[config.mk]
export PLATFORM = sky130hd
export DESIGN_NAME = dma_ctl_regs
export DESIGN_NICKNAME = d
export VERILOG_FILES = /design/src/rtl/dma_ctl_pkg.sv /design/src/rtl/dma_ctl_decode.sv /design/src/rtl/dma_ctl_chan.sv /design/src/rtl/dma_ctl_regs.sv
export SDC_FILE = /design/constraint.sdc
export NUM_CORES = 1
export LEC_CHECK = 0
export ABC_AREA = 1
export BUFFER_PORTS_ARGS = -buffer_cell sky130_fd_sc_hd__buf_4
export CELL_PAD_IN_SITES_DETAIL_PLACEMENT = 1
export CELL_PAD_IN_SITES_GLOBAL_PLACEMENT = 1
export CORE_MARGIN = 1
export CORE_UTILIZATION = 35
export DETAILED_ROUTE_END_ITERATION = 16
export GPL_TIMING_DRIVEN = 0
export PLACE_DENSITY = 0.88
export SYNTH_ARGS = -nofsm -noshare
export SYNTH_HDL_FRONTEND = slang
export SYNTH_SLANG_ARGS = --single-unit
[constraint.sdc]
create_clock -name clk -period 1.4 [get_ports clk]
set_input_delay 0.28 -clock clk [delete_from_list [all_inputs] [get_ports clk]]
set_output_delay 0.28 -clock clk [all_outputs]
set_load 0.05 [all_outputs]
[src/rtl/dma_ctl_pkg.sv]
// Package: shared offsets, write-strobe bundle and command filter for the
// DMA control register block. Offsets are relative to the block base (8).
package dma_ctl_pkg;

    typedef enum logic [2:0] {
        OFS_CMD   = 3'd0,
        OFS_REQ   = 3'd1,
        OFS_SMASK = 3'd2,
        OFS_MODE  = 3'd3,
        OFS_FFCLR = 3'd4,
        OFS_MRST  = 3'd5,
        OFS_MCLR  = 3'd6,
        OFS_MLOAD = 3'd7
    } ctl_ofs_e;

    // One strobe per control offset; at most one is high in a cycle.
    typedef struct packed {
        logic cmd;
        logic req;
        logic smask;
        logic mode;
        logic ffclr;
        logic mrst;
        logic mclr;
        logic mload;
    } ctl_wstb_t;

    // Only this command bit may be set in an accepted command word.
    localparam logic [7:0] CMD_ALLOWED = 8'h04;

endpackage

[src/rtl/dma_ctl_decode.sv]
// Module: dma_ctl_decode
// Turns the CPU strobes and port offset into one write strobe per control
// register and the two read selects. Assumes the control window is the upper
// half of the offset space (offset bit 3 set when AW = 4).
module dma_ctl_decode
    import dma_ctl_pkg::*;
#(
    parameter int AW = 4
) (
    input  logic              wr_en,
    input  logic              rd_en,
    input  logic [AW-1:0]     addr,
    output ctl_wstb_t         wstb,
    output logic              rd_status,
    output logic              rd_mask
);
    localparam int HIW = AW - 3;
    localparam logic [HIW-1:0] WIN = HIW'(1);

    logic     hit;
    ctl_ofs_e ofs;

    assign hit = (addr[AW-1:3] == WIN);
    assign ofs = ctl_ofs_e'(addr[2:0]);

    // Write strobe per offset, only inside the control window.
    always_comb begin
        wstb       = '0;
        if (wr_en && hit) begin
            unique case (ofs)
                OFS_CMD:   wstb.cmd   = 1'b1;
                OFS_REQ:   wstb.req   = 1'b1;
                OFS_SMASK: wstb.smask = 1'b1;
                OFS_MODE:  wstb.mode  = 1'b1;
                OFS_FFCLR: wstb.ffclr = 1'b1;
                OFS_MRST:  wstb.mrst  = 1'b1;
                OFS_MCLR:  wstb.mclr  = 1'b1;
                OFS_MLOAD: wstb.mload = 1'b1;
            endcase
        end
    end

    // Read selects for the two readable offsets.
    assign rd_status = rd_en && hit && (ofs == OFS_CMD);
    assign rd_mask   = rd_en && hit && (ofs == OFS_MLOAD);

endmodule

[src/rtl/dma_ctl_chan.sv]
// Module: dma_ctl_chan
// One channel's slice: mask bit, request bit, terminal-count bit, mode byte
// and the registered service enable. Assumes channel select sits in data bits
// SELW-1:0 and the set/clear flag in the bit just above.
module dma_ctl_chan
    import dma_ctl_pkg::*;
#(
    parameter int CH_IDX = 0,
    parameter int SELW   = 2,
    parameter int DW     = 8
) (
    input  logic          clk,
    input  logic          rst_n,
    input  ctl_wstb_t     wstb,
    input  logic [DW-1:0] wr_data,
    input  logic          rd_status,
    input  logic          hold,
    input  logic          release_req,
    input  logic          tc_done,
    output logic          mask_q,
    output logic          req_q,
    output logic          tc_q,
    output logic [DW-1:0] mode_q,
    output logic          svc_q
);
    localparam int FLAG = SELW;
    localparam logic [SELW-1:0] MY_SEL = SELW'(CH_IDX);

    logic sel;
    logic mask_d, req_d, tc_d;

    assign sel = (wr_data[SELW-1:0] == MY_SEL);

    // Mask next value: master reset, clear-all, load-all, single set/clear.
    always_comb begin
        mask_d = mask_q;
        if (wstb.mrst)              mask_d = 1'b1;
        else if (wstb.mclr)         mask_d = 1'b0;
        else if (wstb.mload)        mask_d = wr_data[CH_IDX];
        else if (wstb.smask && sel) mask_d = wr_data[FLAG];
    end

    // Request next value: register write, then reset/release, hold last wins.
    always_comb begin
        req_d = req_q;
        if (wstb.req && sel)           req_d = wr_data[FLAG];
        if (wstb.mrst || release_req)  req_d = 1'b0;
        if (hold)                      req_d = 1'b1;
    end

    // Terminal-count next value: every clear source, then the set wins.
    always_comb begin
        tc_d = tc_q;
        if ((wstb.req && sel) || rd_status || wstb.mrst) tc_d = 1'b0;
        if (tc_done)                                     tc_d = 1'b1;
    end

    // Channel state registers and service enable.
    always_ff @(posedge clk) begin
        if (!rst_n) begin
            mask_q <= 1'b1;
            req_q  <= 1'b0;
            tc_q   <= 1'b0;
            mode_q <= '0;
            svc_q  <= 1'b0;
        end else begin
            mask_q <= mask_d;
            req_q  <= req_d;
            tc_q   <= tc_d;
            if (wstb.mode && sel) mode_q <= wr_data;
            svc_q  <= !mask_q && req_q;
        end
    end

    AST_SVC_GATED: assert property (@(posedge clk) disable iff (!rst_n)
        svc_q |-> $past(!mask_q && req_q));
    AST_HOLD_WINS: assert property (@(posedge clk) disable iff (!rst_n)
        hold |=> req_q);
    AST_TC_WINS: assert property (@(posedge clk) disable iff (!rst_n)
        tc_done |=> tc_q);

endmodule

[src/rtl/dma_ctl_regs.sv]
// Module: dma_ctl_regs (top)
// Controller-wide command, mask, status and mode registers of a DMA
// controller, with service enable and control pulses. Assumes 2*NUM_CH <= DW
// so status fits one read byte, and one CPU access per cycle.
module dma_ctl_regs
    import dma_ctl_pkg::*;
#(
    parameter int NUM_CH = 4,
    parameter int AW     = 4,
    parameter int DW     = 8
) (
    input  logic                 clk,
    input  logic                 rst_n,
    input  logic                 wr_en,
    input  logic                 rd_en,
    input  logic [AW-1:0]        addr,
    input  logic [DW-1:0]        wr_data,
    input  logic [NUM_CH-1:0]    req_hold,
    input  logic [NUM_CH-1:0]    req_release,
    input  logic [NUM_CH-1:0]    tc_done,
    output logic [DW-1:0]        rd_data,
    output logic [DW-1:0]        cmd_word,
    output logic [NUM_CH*DW-1:0] mode_flat,
    output logic [NUM_CH-1:0]    svc_en,
    output logic                 ff_clr_pulse,
    output logic                 mrst_pulse
);
    localparam int SELW = $clog2(NUM_CH);
    localparam int STW  = 2 * NUM_CH;

    ctl_wstb_t           wstb;
    logic                rd_status, rd_mask;
    logic [NUM_CH-1:0]   mask_vec, req_vec, tc_vec;
    logic [STW-1:0]      status_vec;
    logic                cmd_ok;

    dma_ctl_decode #(.AW(AW)) u_dec (
        .wr_en     (wr_en),
        .rd_en     (rd_en),
        .addr      (addr),
        .wstb      (wstb),
        .rd_status (rd_status),
        .rd_mask   (rd_mask)
    );

    for (genvar ch = 0; ch < NUM_CH; ch++) begin : g_ch
        dma_ctl_chan #(.CH_IDX(ch), .SELW(SELW), .DW(DW)) u_chan (
            .clk         (clk),
            .rst_n       (rst_n),
            .wstb        (wstb),
            .wr_data     (wr_data),
            .rd_status   (rd_status),
            .hold        (req_hold[ch]),
            .release_req (req_release[ch]),
            .tc_done     (tc_done[ch]),
            .mask_q      (mask_vec[ch]),
            .req_q       (req_vec[ch]),
            .tc_q        (tc_vec[ch]),
            .mode_q      (mode_flat[ch*DW +: DW]),
            .svc_q       (svc_en[ch])
        );
    end

    assign status_vec = {req_vec, tc_vec};
    assign cmd_ok     = ((wr_data & ~CMD_ALLOWED) == '0);

    // Command word: accepted values only, cleared by master reset.
    always_ff @(posedge clk) begin
        if (!rst_n)                  cmd_word <= '0;
        else if (wstb.mrst)          cmd_word <= '0;
        else if (wstb.cmd && cmd_ok) cmd_word <= wr_data;
    end

    // Read data capture: status, mask or zero for the addressed offset.
    always_ff @(posedge clk) begin
        if (!rst_n)         rd_data <= '0;
        else if (rd_status) rd_data <= DW'(status_vec);
        else if (rd_mask)   rd_data <= DW'(mask_vec);
        else if (rd_en)     rd_data <= '0;
    end

    // One-cycle control pulses for the neighbouring address/count logic.
    always_ff @(posedge clk) begin
        if (!rst_n) begin
            ff_clr_pulse <= 1'b0;
            mrst_pulse   <= 1'b0;
        end else begin
            ff_clr_pulse <= wstb.ffclr;
            mrst_pulse   <= wstb.mrst;
        end
    end

    AST_CMD_REJECT: assert property (@(posedge clk) disable iff (!rst_n)
        (wstb.cmd && !cmd_ok) |=> $stable(cmd_word));
    AST_MRST_MASKS: assert property (@(posedge clk) disable iff (!rst_n)
        wstb.mrst |=> (mask_vec == '1 && cmd_word == '0));
    AST_STATUS_RD_CLR: assert property (@(posedge clk) disable iff (!rst_n)
        (rd_status && tc_done == '0) |=> (tc_vec == '0));
    AST_PULSE_EXCL: assert property (@(posedge clk) disable iff (!rst_n)
        $onehot0({ff_clr_pulse, mrst_pulse}));

endmodule

==> summary.md, run 1 <==
| Metric | Value |
|---|---|
| Mean Syn Cell Area | 7.50 µm² |
| Initial core utilization | 0.362 |
| Die width | 88.6 µm |
| Startpoint types | flop |
| Most common cell after layout, fill and taps aside | buf_4 |
| Port bufs | 81 |
| Routed Antenna Nets | 0 |
| Worst Max-Slew Pin Slew | 0.618 ns |
| RSZ-0062 raised after global routing | false |
| Nets@finish | 470 |
| Layout Skew | 0.0115 ns |
| WL/cell | 14.7 µm |
| CTS resizes | 0 |
| Share of cells above drive strength 1 | 0.256 |
| Post-layout min period | 1.24 ns |
| Core Area | 7250 µm² |
| Post-synthesis cell type count | 21 |
| DR top layer | met4 |
| Final setup violation count | 0 |
| CTS Hold Bufs | 0 |
| CTS sink cnt | 66 |
| Number of diodes | 0 |
| Clock root cell | clkbuf_8 |
| Slew headroom | 0.588 |
| Total track usage | 0.220 |
| Vias in the first global route | 2,734 |
| Worst reg2reg setup slack | 0.65 ns |
| Seq/Total Area, Yosys | 0.503 |
| PD cells | 1130 nW/µm² |
| Share of the synthesized area in the top cell type | 0.503 |
| Post-synth EDFFs | 0 |
| Placed instance area | 3360 µm² |
| Required @ worst endpoint | 1.12 ns |
| Setup CP Type | flop to primary output |
| Die area | 7850 µm² |
| Top_reg_cell synth | dfxtp_1 |
| DP Worst Slack | -0.152 ns |
| Synth area leaders | dfxtp_1 50%, nand3_1 12%, nand2_1 11%, a21oi_1 7.2%, inv_1 5.7% |
| DP Wirelength | 6080 µm |
| Period utilisation layout | 0.883 |
| Postcts setup bufs | 0 |
| Mapped Area | 2630 µm² |
| Htree depth | 3 |
| Die height | 88.6 µm |
| Net Count, Synth | 378 |
| Result of the run | finished clean |
| Area leader, netlist | dfxtp_1 |
| Final worst slack | 0.163 ns |
| DR iter-0 viols | 110 |
| CTS clock-pin slew for the worst setup and hold paths | 0.08 ns |
| Met3 routed WL | 482 µm |
| Largest net degree at the start of global routing | 12 |
| Clock Latency Late Sink | 0.36 ns |
| Worst min path class | input pin to flop |
| Mux share of post-synthesis cell area | 0 |
| FMAX | 808 MHz |
| CTS tree | done |
| Initial antenna violation count | 0 |
| RePlAce Congestion | 0.837 |
| M1 WL | 3350 µm |
| Met2 wire len | 4050 µm |
| Synth Instances | 350 |
| Final Hold Viols | 0 |
| Clock Path Buffers | 2 |
| Max Cap Viol | 0 |
| Number of remaining DRC errors | 0 |
| Largest family of logic cells by synthesized area | simple AND/OR/NAND/NOR gates |
| Async set-reset flop share out of synthesis | 0 |
| Synthesized flop and latch total | 66 |
| Yosys warns | 0 |
| Row cnt | 31 |
| Drt pass-1 iters | 4 |
| Post-Synth Adder-Cell Area | 0 |
| CP max FO | 1 |
| Routed wire length | 8020 µm |
| Area delta synth->final | 36.1% |
| Leakage | 1.65 nW |
| Peak supply drop | 0.453 mV |
| Congestion Overflow GR | 0 |
| TritonCTS buffer count | 9 |
| Post-synthesis simple-gate area fraction | 0.320 |
| Final instance area | 3570 µm² |
| Vias | 2,710 |
| CP Data Arrival Time | 0.96 ns |
| Global-route wire length before repair | 12,800 µm |
| Final Max Slew Viols | 0 |
| Ports | 82 |
| Mean number of vias per cell | 4.97 |
| Synth Area in XOR/XNOR | 0 |
| Most frequent cells in the layout | 86 x buf_4, 78 x nand2_1, 66 x dfxtp_1, 63 x nand3_1, 40 x inv_1 |
| Setup TNS | 0 ns |
| Crit. End Element | primary output |
| Post-synthesis compound-gate area fraction | 0.0848 |
## power breakdown
group	switching, mW	internal [mW]	leakage, nW
clock	0.752	1.04	0.112
combinational	0.215	0.113	1.00
sequential	0.0162	1.91	0.535
## metal layers
metal / track usage / up-vias
met5: 0 / -
met4: 0.0938 / 0
met1: 0.249 / 1308
li1: - / 1314
met2: 0.390 / 76
met3: 0.0569 / 12
## area by class of cell
type | count | area (µm²)
fill | 949 | 3680
buffer | 13 | 83.8
clock inverter | 5 | 78.8
clock buffer | 10 | 138
sequential | 66 | 1320
multi-input combinational | 229 | 1060
timing repair buffer | 81 | 608
inverter | 42 | 158
tap | 99 | 124
## per-stage QoR
stage	hold WS (ns)	std cells	util	total power [mW]
finish	0.133	545	0.493	4.04
global route	0.135	545	0.493	4.17
CTS	0.123	545	0.493	4.07
detailed placement	0.439	530	0.463	2.29
global placement	0.431	530	0.463	2.28
floorplan	0.358	350	-	2.14
## synthesized netlist by cell type, types with 2 or more instances
cell type / n
nand2_1: 78
dfxtp_1: 66
nand3_1: 63
inv_1: 40
a21oi_1: 38
nor2_1: 25
nor2_2: 6
buf_4: 5
o21ai_0: 5
clkbuf_1: 4
nand4_1: 4
nor3_1: 4
buf_6: 2
clkinv_1: 2
nor2_4: 2
## path summary, 6_finish.rpt
path                              from                  end  depth (start not counted)
setup / recovery  g_ch[3].u_chan.svc_q            svc_en[3]                          2
setup reg to reg   g_ch[3].u_chan.tc_q  g_ch[3].u_chan.tc_q                          4
hold / removal                 addr[0]         ff_clr_pulse                          2
hold reg to reg            cmd_word[6]          cmd_word[6]                          2
## critical path: stages, from the launching register on
cell,delay (ns)
dfxtp_1,0.31
buf_4,0.12
buf_4,0.18
## state kept, by name, summed over array words and instances (netlist names)
register,count
mrst_pulse,1
g_ch.u_chan.mask_q,4
ff_clr_pulse,1
rd_data,8
g_ch.u_chan.svc_q,4
cmd_word,8
g_ch.u_chan.req_q,4
g_ch.u_chan.tc_q,4
g_ch.u_chan.mode_q,32
## kinds of logic after synthesis
group,after synthesis
compound gates,44
simple gates,185
flops,66
buf+inv,55
(Power assumes the default switching activity.)
==> run 2: changes to the inputs <==
- SETUP_SLACK_MARGIN: default -> 0.3
==> run 2 against run 1 <==
- sequential power about the same
- worst hold slack worse by 0.013 ns
- fmax down 0.39%
- clock power up 27%
==> summary.md, run 2 (synthesis gave the netlist of run 1 again) <==
| Metric | Value |
|---|---|
| CTS clock-pin slew for the worst setup and hold paths | 0.09 ns |
| Final worst slack | 0.158 ns |
| Number of diodes | 0 |
| Layout Skew | 0.00915 ns |
| Peak supply drop | 0.504 mV |
| Crit-path slowest cell | dfxtp_2 |
| Clock Latency Late Sink | 0.37 ns |
| Clock root cell | clkbuf_8 |
| PnR Total Power | 4.65 mW |
| Flop pwr share | 0.416 |
| Drt pass-1 iters | 6 |
| Clk pwr share | 0.491 |
| Initial antenna violation count | 0 |
| Area delta synth->final | 69.6% |
| Final Hold Viols | 0 |
| PD cells | 1040 nW/µm² |
| Routed Antenna Nets | 0 |
| CP delay by family, top | flip-flops |
| Post-layout min period | 1.24 ns |
| RSZ-0062 raised after global routing | true |
| Row cnt | 31 |
| CP max FO | 1 |
| Max Cap Viol | 0 |
| Congestion Overflow GR | 0 |
| Final setup violation count | 0 |
| Final core utilization | 0.614 |
| Port bufs | 81 |
| Die width | 88.6 µm |
| Hold WS | 0.120 ns |
| CTS tree | done |
| Clock Path Buffers | 2 |
| Slew headroom | 0.534 |
| Period utilisation layout | 0.887 |
| FMAX | 805 MHz |
| Routed wire length | 13,700 µm |
| Reg with most FFs | g_ch.u_chan.mode_q |
| Biggest regs | g_ch.u_chan.mode_q x32, cmd_word x8, rd_data x8 |
| Max stage delay on crit path | 0.34 ns |
| Vias in the first global route | 3,165 |
| Buffers and inverters on the worst path | 2 |
| Number of remaining DRC errors | 0 |
| DP Worst Slack | -0.109 ns |
| Htree depth | 3 |
| Placed instance area | 3380 µm² |
| Core Area | 7250 µm² |
| Crit. End Element | primary output |
| Pint | 3.47 mW |
| Crit path cell chain | buf_6, buf_8 |
| Fill count | 849 |
| Ports | 82 |
| Combinational fraction of design power | 0.093 |
| Initial core utilization | 0.362 |
| Final instance area | 4450 µm² |
| Setup CP Type | flop to primary output |
| Share of cells above drive strength 1 | 0.455 |
| Mean number of vias per cell | 5.75 |
| Most frequent cells in the layout | 72 x nand2_1, 59 x nand3_1, 55 x buf_4, 53 x dfxtp_2, 48 x buf_8 |
| Worst reg2reg setup slack | 0.42 ns |
| CP Data Arrival Time | 0.96 ns |
| Sw Ratio | 0.254 |
| Die height | 88.6 µm |
| WL/cell | 23.8 µm |
| DP Wirelength | 6220 µm |
| Global-route wire length before repair | 16,400 µm |
| Total track usage | 0.291 |
| RePlAce Congestion | 0.825 |
| Switching pwr | 1.18 mW |
| CTS sink cnt | 66 |
| Worst min path class | input pin to flop |
| Worst Max-Slew Pin Slew | 0.699 ns |
| Most common cell after layout, fill and taps aside | nand2_1 |
| Leakage | 1.95 nW |
| Die area | 7850 µm² |
| Result of the run | finished clean |
| Nets@finish | 498 |
| Vias | 3,301 |
| Startpoint types | flop |
| DR iter-0 viols | 217 |
| Largest net degree at the start of global routing | 13 |
| TritonCTS buffer count | 9 |
| Final Max Slew Viols | 0 |
| Required @ worst endpoint | 1.12 ns |
| Number of flip-flops under the largest register name | 32 |
==> run 2: cell count changes in the layout (fill, tap and decap cells not counted), moves of 9 or more <==
| cell | delta |
|---|---|
| buf_4 | -31 |
| buf_6 | +9 |
| buf_8 | +48 |
| dfxtp_1 | -53 |
| dfxtp_2 | +53 |
==> run 2: cell type report <==
type	count	area (µm²)	area share
Clock inverter	6	136	0.0306
Inverter	42	164	0.0368
Timing Repair Buffer	109	1230	0.277
Clock buffer	10	138	0.0309
Sequential cell	66	1390	0.312
Buffer	13	101	0.0228
Multi-Input combinational cell	229	1170	0.262
Tap cell	99	124	0.0278
==> run 2: layer usage <==
metal	routed length [µm]	up-vias	track usage
met5	0	-	0
met4	1040	0	0.194
met3	960	107	0.0662
met2	6720	257	0.508
met1	4930	1564	0.317
li1	-	1373	-
==> run 2: path summary, 6_finish.rpt <==
path	start	end	cells past startpoint
setup / recovery	g_ch[2].u_chan.svc_q	svc_en[2]	2
hold / removal	addr[0]	ff_clr_pulse	2
setup reg to reg	g_ch[0].u_chan.req_q	g_ch[0].u_chan.req_q	4
hold reg to reg	cmd_word[4]	cmd_word[4]	2
==> run 2: metrics by stage <==
| step | instances | setup TNS, ns |
|---|---|---|
| finish | 574 | 0 |
| global route | 574 | 0 |
| CTS | 559 | 0 |
| detailed placement | 530 | -1.68 |
| global placement | 530 | -0.345 |
| floorplan | 350 | 0 |
==> run 2: power by group through the flow <==
stage / registers [mW] / logic (mW) / clock network, mW
after CTS: 1.93 / 0.351 / 2.22
after global placement: 1.96 / 0.320 / 0
after detailed placement: 1.97 / 0.331 / 0
after floorplan: 1.99 / 0.156 / 0
final: 1.93 / 0.432 / 2.28
after global routing: 1.93 / 0.448 / 2.36
==> run 2: timing repair <==
action,4_1_cts,5_1_grt
hold buffers,0,0
resized for setup,145,36
endpoints found under the hold margin,0,0
setup endpoints to repair,64,101
pin swaps,2,9
buffers inserted,13,15
==> run 3: changes to the inputs <==
- CELL_PAD_IN_SITES_DETAIL_PLACEMENT: 1 -> 0
- CORE_MARGIN: 1 -> 3
==> run 3 against run 2 <==
- total power decreased by 12%
- highest routed layer unchanged
- sequential share of layout area grew 1.6 points
- clock skew fell by 0.0056 ns
- critical endpoint unchanged
- sequential power hardly changed
- largest cell class unchanged
==> summary.md, run 3 (synthesis gave the netlist of run 1 again) <==
| Metric | Value |
|---|---|
| Result of the run | finished clean |
| Nets@finish | 492 |
| Port bufs | 81 |
| Core Area | 7020 µm² |
| Period utilisation layout | 0.845 |
| PnR Total Power | 4.10 mW |
| Layout Skew | 0.00356 ns |
| Placed instance area | 3370 µm² |
| Number of flip-flops under the largest register name | 32 |
| CP max FO | 1 |
| Global-route wire length before repair | 12,500 µm |
| CP startpoint | g_ch[2].u_chan.svc_q |
| Ports | 82 |
| Number of remaining DRC errors | 0 |
| Htree depth | 3 |
| Routed Antenna Nets | 0 |
| Required @ worst endpoint | 1.12 ns |
| DR iter-0 viols | 104 |
| Final cell count without fillers | 565 |
| Die area | 8580 µm² |
| Reg2reg path depth | 4 |
| Number of diodes | 0 |
| CTS sink cnt | 66 |
| Post-layout min period | 1.18 ns |
| Leakage | 1.88 nW |
| PD cells | 966 nW/µm² |
| Initial core utilization | 0.374 |
| Worst Max-Slew Pin Slew | 0.536 ns |
| Vias | 2,738 |
| CTS tree | done |
| Final Hold Viols | 0 |
| Area delta synth->final | 61.6% |
| CP delay by family, top | flip-flops |
| Buffers and inverters on the worst path | 2 |
| WP depth | 2 |
| Initial antenna violation count | 0 |
| Final Max Slew Viols | 0 |
| CTS clock-pin slew for the worst setup and hold paths | 0.07 ns |
| FF-to-FF Start | g_ch[1].u_chan.mode_q[6] |
| Crit path cell chain | buf_6, buf_8 |
| Endpoint of the worst register-to-register path | g_ch[1].u_chan.mode_q[6] |
| Share of cells above drive strength 1 | 0.429 |
| Cell depth of the worst hold path | 2 |
| CP Data Arrival Time | 0.90 ns |
| TritonCTS buffer count | 9 |
| Final setup violation count | 0 |
| Setup CP Type | flop to primary output |
| CTS Hold Bufs | 0 |
| Most common cell after layout, fill and taps aside | nand2_1 |
| Clock root cell | clkbuf_8 |
| Clock Path Buffers | 2 |
| Peak supply drop | 0.508 mV |
| Critical Path End | svc_en[2] |
| Crit. End Element | primary output |
| WL/cell | 14.0 µm |
| Row cnt | 30 |
| Total track usage | 0.185 |
| Biggest regs | g_ch.u_chan.mode_q x32, cmd_word x8, rd_data x8 |
| Startpoint types | flop |
| Crit-path slowest cell | dfxtp_2 |
| Reg with most FFs | g_ch.u_chan.mode_q |
| Slew headroom | 0.643 |
| RSZ-0062 raised after global routing | true |
| Most frequent cells in the layout | 73 x nand2_1, 61 x nand3_1, 54 x dfxtp_2, 49 x buf_4, 44 x buf_8 |
| Max stage delay on crit path | 0.32 ns |
| RePlAce Congestion | 0.856 |
| DP Wirelength | 5360 µm |
| Final instance area | 4240 µm² |
| Routed wire length | 7880 µm |
| Congestion Overflow GR | 0 |
| Max Cap Viol | 0 |
| Setup TNS | 0 ns |
| Die width | 92.6 µm |
| Worst reg2reg setup slack | 0.55 ns |
| Clock Latency Late Sink | 0.34 ns |
| Mean number of vias per cell | 4.85 |
| Drt pass-1 iters | 5 |
| Worst min path class | input pin to flop |
| FMAX | 846 MHz |
| Die height | 92.6 µm |
| Placed cells | 527 |
| Vias in the first global route | 2,606 |
| Largest net degree at the start of global routing | 13 |
[run 3: worst register-to-register path, stage by stage, from the launching register on]
cell and delay (ns):
dfxtp_2 0.34, buf_4 0.13, buf_4 0.12, nand2_1 0.05
a21oi_1 0.07
[run 3: report_power, final]
part	internal [mW]	switching (mW)
Sequential	1.91	0.0189
Combinational	0.132	0.222
Clock	1.05	0.766
Total	3.09	1.01
[run 3: how the worst min path moves through the flow]
stage / from / endpoint / slack, ns
floorplan: addr[0] / ff_clr_pulse / 0.36
global placement: cmd_word[4] / cmd_word[4] / 0.43
detailed placement: cmd_word[4] / cmd_word[4] / 0.44
CTS: addr[0] / ff_clr_pulse / 0.12
global route: addr[0] / ff_clr_pulse / 0.12
finish: addr[0] / ff_clr_pulse / 0.13
[run 3: layout make-up]
| cell class | count | area (µm²) |
|---|---|---|
| Buffer | 13 | 98.8 |
| Sequential cell | 66 | 1390 |
| Clock buffer | 10 | 138 |
| Multi-Input combinational cell | 230 | 1120 |
| Tap cell | 96 | 120 |
| Timing Repair Buffer | 102 | 1130 |
| Clock inverter | 6 | 88.8 |
| Fill cell | 635 | 2780 |
| Inverter | 42 | 158 |
[run 3: through the flow]
step / hold WS (ns) / worst slack, ns / util
global route: 0.121 / 0.185 / 0.604
finish: 0.132 / 0.218 / 0.604
detailed placement: 0.435 / -0.0989 / 0.481
global placement: 0.432 / -0.0616 / 0.481
floorplan: 0.358 / 0.296 / -
CTS: 0.119 / 0.202 / 0.574
[run 3: per-layer routing]
layer | wire length [µm] | global-route usage
met4 | 176 | 0.0818
met3 | 436 | 0.0325
met1 | 3290 | 0.235
met2 | 3980 | 0.307
met5 | 0 | 0
[run 3: what timing repair did]
item,CTS,global route
endpoints found under the setup margin,58,107
pin swaps,1,2
setup buffers,8,13
gates resized for setup,132,30
gates cloned,0,1
